`src/rtl/bshift_pkg.sv`:
```
package bshift_pkg;

  typedef enum logic {
    SH_LEFT  = 1'b0,
    SH_RIGHT = 1'b1
  } sh_dir_e;

  typedef enum logic [1:0] {
    SH_LOGIC  = 2'd0,
    SH_ARITH  = 2'd1,
    SH_ROTATE = 2'd2,
    SH_SPARE  = 2'd3
  } sh_mode_e;

endpackage

```
`src/rtl/bshift_amt_norm.sv`:
```
// Turns the raw count into the count the stages apply: modulo W for
// rotates, clamped to the field width for shifts.
module bshift_amt_norm #(
  parameter int W  = 16,
  parameter int AW = $clog2(W) + 1
) (
  input  logic [AW-1:0] amt,
  input  logic          rot,
  input  logic          ari_left,
  output logic [AW-1:0] eff,
  output logic          is_zero
);

  localparam logic [AW-1:0] LIM_WORD  = AW'(W);
  localparam logic [AW-1:0] LIM_FIELD = AW'(W - 1);

  always_comb begin
    is_zero = (amt == '0);
    if (rot) begin
      eff = AW'(int'(amt) % W);
    end else if (ari_left) begin
      eff = (amt > LIM_FIELD) ? LIM_FIELD : amt;
    end else begin
      eff = (amt > LIM_WORD) ? LIM_WORD : amt;
    end
  end

endmodule

```
`src/rtl/bshift_core.sv`:
```
// Logarithmic shifter: one stage per count bit. It always shifts right;
// a left shift is built by mirroring the word on the way in and out.
module bshift_core #(
  parameter int N  = 16,
  parameter int CW = $clog2(N) + 1
) (
  input  logic [N-1:0]  din,
  input  logic [CW-1:0] amt,
  input  logic          to_left,
  input  logic          rot,
  input  logic          fill,
  output logic [N-1:0]  dout
);

  function automatic logic [N-1:0] rot_r(input logic [N-1:0] v, input int s);
    logic [N-1:0] r;
    for (int i = 0; i < N; i++) r[i] = v[(i + s) % N];
    return r;
  endfunction

  function automatic logic [N-1:0] shf_r(input logic [N-1:0] v, input int s,
                                         input logic f);
    logic [N-1:0] r;
    for (int i = 0; i < N; i++) begin
      if (i + s < N) r[i] = v[i + s];
      else           r[i] = f;
    end
    return r;
  endfunction

  logic [N-1:0] pre;
  logic [N-1:0] st [CW+1];

  for (genvar i = 0; i < N; i++) begin : g_mirror_in
    assign pre[i] = to_left ? din[N-1-i] : din[i];
  end

  assign st[0] = pre;

  for (genvar g = 0; g < CW; g++) begin : g_stage
    localparam int SH = 1 << g;
    assign st[g+1] = amt[g] ? (rot ? rot_r(st[g], SH % N) : shf_r(st[g], SH, fill))
                            : st[g];
  end

  for (genvar i = 0; i < N; i++) begin : g_mirror_out
    assign dout[i] = to_left ? st[CW][N-1-i] : st[CW][i];
  end

endmodule

```
`src/rtl/bshift_carry.sv`:
```
// Chooses the carry bit from the effective count and the mode.
module bshift_carry #(
  parameter int W  = 16,
  parameter int AW = $clog2(W) + 1
) (
  input  logic [W-1:0]  din,
  input  logic [W-1:0]  res,
  input  logic [AW-1:0] eff,
  input  logic          is_zero,
  input  logic          left,
  input  logic          rot,
  input  logic          ari,
  output logic          cout
);

  int idx;

  always_comb begin
    idx  = 0;
    cout = 1'b0;
    if (!is_zero) begin
      if (rot) begin
        // the bit that wrapped last lands at the entry end
        cout = left ? res[0] : res[W-1];
      end else begin
        if (!left)    idx = int'(eff) - 1;
        else if (ari) idx = W - 1 - int'(eff);
        else          idx = W - int'(eff);
        if (idx >= 0 && idx < W) cout = din[idx];
      end
    end
  end

endmodule

```
`src/rtl/barrel_shifter_mm.sv`:
```
module barrel_shifter_mm #(
  parameter int W  = 16,
  parameter int AW = $clog2(W) + 1
) (
  input  logic [W-1:0]  operand_i,
  input  logic [AW-1:0] amount_i,
  input  logic          dir_i,
  input  logic [1:0]    mode_i,
  output logic [W-1:0]  result_o,
  output logic          carry_o
);
  import bshift_pkg::*;

  sh_mode_e      mode;
  sh_dir_e       dir;
  logic          rot, ari, left, ari_left;
  logic [AW-1:0] eff;
  logic          is_zero;
  logic [W-1:0]  main_out;
  logic [W-2:0]  field_out;
  logic          fill;

  assign mode     = sh_mode_e'(mode_i);
  assign dir      = sh_dir_e'(dir_i);
  assign rot      = (mode == SH_ROTATE);
  assign ari      = (mode == SH_ARITH);
  assign left     = (dir == SH_LEFT);
  assign ari_left = ari & left;
  assign fill     = ari & ~left & operand_i[W-1];

  bshift_amt_norm #(.W(W), .AW(AW)) u_norm (
    .amt      (amount_i),
    .rot      (rot),
    .ari_left (ari_left),
    .eff      (eff),
    .is_zero  (is_zero)
  );

  bshift_core #(.N(W), .CW(AW)) u_word (
    .din     (operand_i),
    .amt     (eff),
    .to_left (left),
    .rot     (rot),
    .fill    (fill),
    .dout    (main_out)
  );

  // Field below the sign bit, used only by the arithmetic left shift
  bshift_core #(.N(W-1), .CW(AW)) u_field (
    .din     (operand_i[W-2:0]),
    .amt     (eff),
    .to_left (1'b1),
    .rot     (1'b0),
    .fill    (1'b0),
    .dout    (field_out)
  );

  assign result_o = ari_left ? {operand_i[W-1], field_out} : main_out;

  bshift_carry #(.W(W), .AW(AW)) u_carry (
    .din     (operand_i),
    .res     (result_o),
    .eff     (eff),
    .is_zero (is_zero),
    .left    (left),
    .rot     (rot),
    .ari     (ari),
    .cout    (carry_o)
  );

  always_comb begin
    if (amount_i == '0) begin
      a_r1_zero_pass: assert (result_o == operand_i && carry_o == 1'b0);
    end
    if (ari_left) begin
      a_r5_sign_held: assert (result_o[W-1] == operand_i[W-1]);
    end
    if (ari && !left) begin
      a_r4_sign_copied: assert (result_o[W-1] == operand_i[W-1]);
    end
    if (!rot && !ari && amount_i >= AW'(W)) begin
      a_r3_logic_saturate: assert (result_o == '0);
    end
    if (rot) begin
      a_r6_rotate_keeps_bits: assert ($countones(result_o) == $countones(operand_i));
    end
  end

endmodule

```
`config.mk`:
```
export PLATFORM = sky130hd
export DESIGN_NAME = barrel_shifter_mm
export DESIGN_NICKNAME = d
export VERILOG_FILES = /design/src/rtl/bshift_pkg.sv /design/src/rtl/bshift_amt_norm.sv /design/src/rtl/bshift_core.sv /design/src/rtl/bshift_carry.sv /design/src/rtl/barrel_shifter_mm.sv
export SDC_FILE = /design/constraint.sdc
export NUM_CORES = 1
export LEC_CHECK = 0
export ABC_AREA = 1
export BUFFER_PORTS_ARGS = -buffer_cell sky130_fd_sc_hd__clkbuf_2
export CORE_UTILIZATION = 63
export DETAILED_ROUTE_END_ITERATION = 7
export GPL_ROUTABILITY_DRIVEN = 0
export PLACE_DENSITY = 0.88
export REMOVE_ABC_BUFFERS = 1
export SKIP_LAST_GASP = 1
export SYNTH_ARGS = -nofsm -noshare
export SYNTH_HDL_FRONTEND = slang
export SYNTH_SLANG_ARGS = --single-unit
```
`constraint.sdc`:
```
create_clock -name vclk -period 2.8
set_input_delay 0 -clock vclk [all_inputs]
set_output_delay 0 -clock vclk [all_outputs]
set_load 0.02 [all_outputs]
```
==> metrics.yaml <==
timing:
  tns_ns: 0
  rsz0062_at_grt: "false"
  fmax_ghz: 0.412
  period_needed_ns: 2.43
  hold_viol: 0
  setup_viol: 0
  max_slew_margin: 0.320
  finalCritPeriodShare: 0.867
  worst_pin_slew_ns: 1.02
  slew_violations: 0
  holdWs_ns: 0.383
  fin_ws_ns: 0.374
floorplan:
  initial_core_util: 0.686
  die_w_um: 57.5
  die_h_um: 57.5
  coreArea_um2: 2830
  num_rows: 19
  io_pins: 41
  die_area_um2: 3310
layout:
  fillers: 275
  seq_cell_count: 0
  nNetsFinal: 459
  seqCellArea_um2: 0
  drive_gt1_frac: 0.171
  n_clock_buffer: 0
  area_growth_pct: 6.89
  diodes: 0
  finalCoreUtilization: 0.734
  fin_area_um2: 2080
  fin_cells: 463
yosys:
  synth_top_area_frac: 0.338
  synth_top_family_by_area: "simple AND/OR/NAND/NOR gates"
  synth_seq_area_share: 0
  synth_top_area_cell: "nand2_1"
  synth.avg_cell_area_um2: 4.78
  synthSimpleGateAreaFrac: 0.747
  syn_area_um2: 1940
  synth_cell_types: 27
  synth_xor_area_frac: 0.00451
  yosys.area_share.adder: 0.00644
  synthMuxAreaShare: 0
  synth_compound_area_frac: 0.109
  ys_warn_count: 0
  synthCells: 406
  synth.area.top_cells: "nand2_1 (34%), nand3_1 (30%), o21ai_0 (6.2%)"
route:
  routed_wl_um: 5870
  vias: 2821
  viasPerCell: 6.09
  wl_per_cell_um: 12.7
  remaining_drc_errors: 1
  dr.first_iter.drc_count: 274
  drtPass1Iterations: 8
  ant_nets: 0
clock_tree:
  hold_buffers: 0
  cts_setup_buffers: 0
  post_cts_resized: 0
power_and_ir_drop:
  p_leak_nw: 1.25
  powerDensity_nw_per_um2: 300
  peakVddDrop_mv: 0.178
  power_mw: 0.622
status:
  outcome: "finished with violations"
  violations: "design-rule violations"
run:
  cap_viol_max_count: 0
placed_design:
  place_area_um2: 2080
  dp_hpwl_um: 4640
  port_buffers: 41
  dp_cells: 463
  place_ws_ns: 0.428
global_route:
  grt_pass1_vias: 2370
  grt_use_total: 0.372
  antenna_found_initial: 0
  grt-ovfl-total: 0
  grt_max_degree: 27
  grt_pass1_wl_um: 10100
worst_setup_path:
  cp.arrival_ns: 2.43
  cp-end-kind: "output pin"
  crit_chain: "clkbuf_2 > nand2_4 > nand2_4 > nand2_4 > nand2_4 > ha_1 > nand2_1 > o21ai_0 > a21oi_1 > inv_1 > nand3_1 > nand3_1 > nand3_1 > nand3_1 > a21oi_1 > clkbuf_2"
  crit_path_max_fanout: 23
  crit_path_max_incr_delay_ns: 0.36
  crit_path_start_kind: "input port"
  required_ns: 2.80
  path_class: "input port to output pin"
  crit_path_top_delay_cell: "ha_1"
min_path:
  min_delay_path_depth: 4
  holdCritStartpoint: "amount_i[3]"
  hold_class: "input port to output pin"
  hold_end: "carry_o"
==> cells in the final DEF, fill, tap and decap left out <==
master and n:
inv_4 2, nand2_1 175, inv_1 23, a21oi_4 1
nor2_1 9, nand3_1 115, o211ai_2 1, a21oi_1 5
nand4_1 1, o21ai_2 2, buf_4 5, o21ai_0 24
a22oi_1 1, o211ai_1 1, clkbuf_2 41, nand2_4 9
o21ai_1 1, nand3b_1 1, nand2_2 6, ha_1 1
nor2_2 2, xor2_1 1, nand3_2 2, inv_2 3
==> power breakdown <==
| part | switching, mW | leakage (nW) | internal [mW] | total [mW] |
|---|---|---|---|---|
| combinational | 0.423 | 1.25 | 0.199 | 0.622 |
| clock | 0 | 0 | 0 | 0 |
| sequential | 0 | 0 | 0 | 0 |
==> cell usage after synthesis (all sizes together) <==
| cell type | n |
|---|---|
| nand2 | 190 |
| nand3 | 117 |
| inv | 28 |
| o21ai | 27 |
| buf | 17 |
| nor2 | 11 |
| a21oi | 6 |
| clkbuf | 3 |
| o211ai | 2 |
| a22oi | 1 |
| ha | 1 |
| nand3b | 1 |
| nand4 | 1 |
| xor2 | 1 |
==> how the worst max path moves through the flow <==
stage | start | endpoint | slack [ns] | cells after the start
after detailed placement | mode_i[1] | carry_o | 0.43 | 16
after global placement | mode_i[1] | carry_o | 0.51 | 16
after global routing | mode_i[1] | carry_o | 0.19 | 16
final | mode_i[1] | carry_o | 0.37 | 16
after floorplan | dir_i | carry_o | 0.64 | 14
after CTS | mode_i[1] | carry_o | 0.43 | 16
==> final cells by class <==
type | count | area, µm² | area share
inverter | 28 | 110 | 0.0530
multi-input combinational | 358 | 1680 | 0.811
tap | 31 | 38.8 | 0.0187
timing repair buffer | 46 | 243 | 0.117
==> routing by layer <==
metal	GRT usage	routed length, µm
met1	0.461	2350
met2	0.681	2770
met3	0.0454	561
met4	0.0801	180
met5	0	0
==> cell families after synthesis <==
| kind of cell | Yosys count |
|---|---|
| xor gates and xnor gates | 1 |
| AOI/OAI and AO/OA | 36 |
| adders and majority gates | 1 |
| buffers and inverters | 48 |
| and+or+nand+nor | 320 |
==> critical path: cells and delay by family <==
family | cells | cell delay (ns)
AND/OR/NAND/NOR | 9 | 1.07
buffers and inverters | 3 | 0.47
adder cells (fa/ha/maj) | 1 | 0.36
AO/OA/AOI/OAI | 3 | 0.52
(Power assumes the default switching activity.)
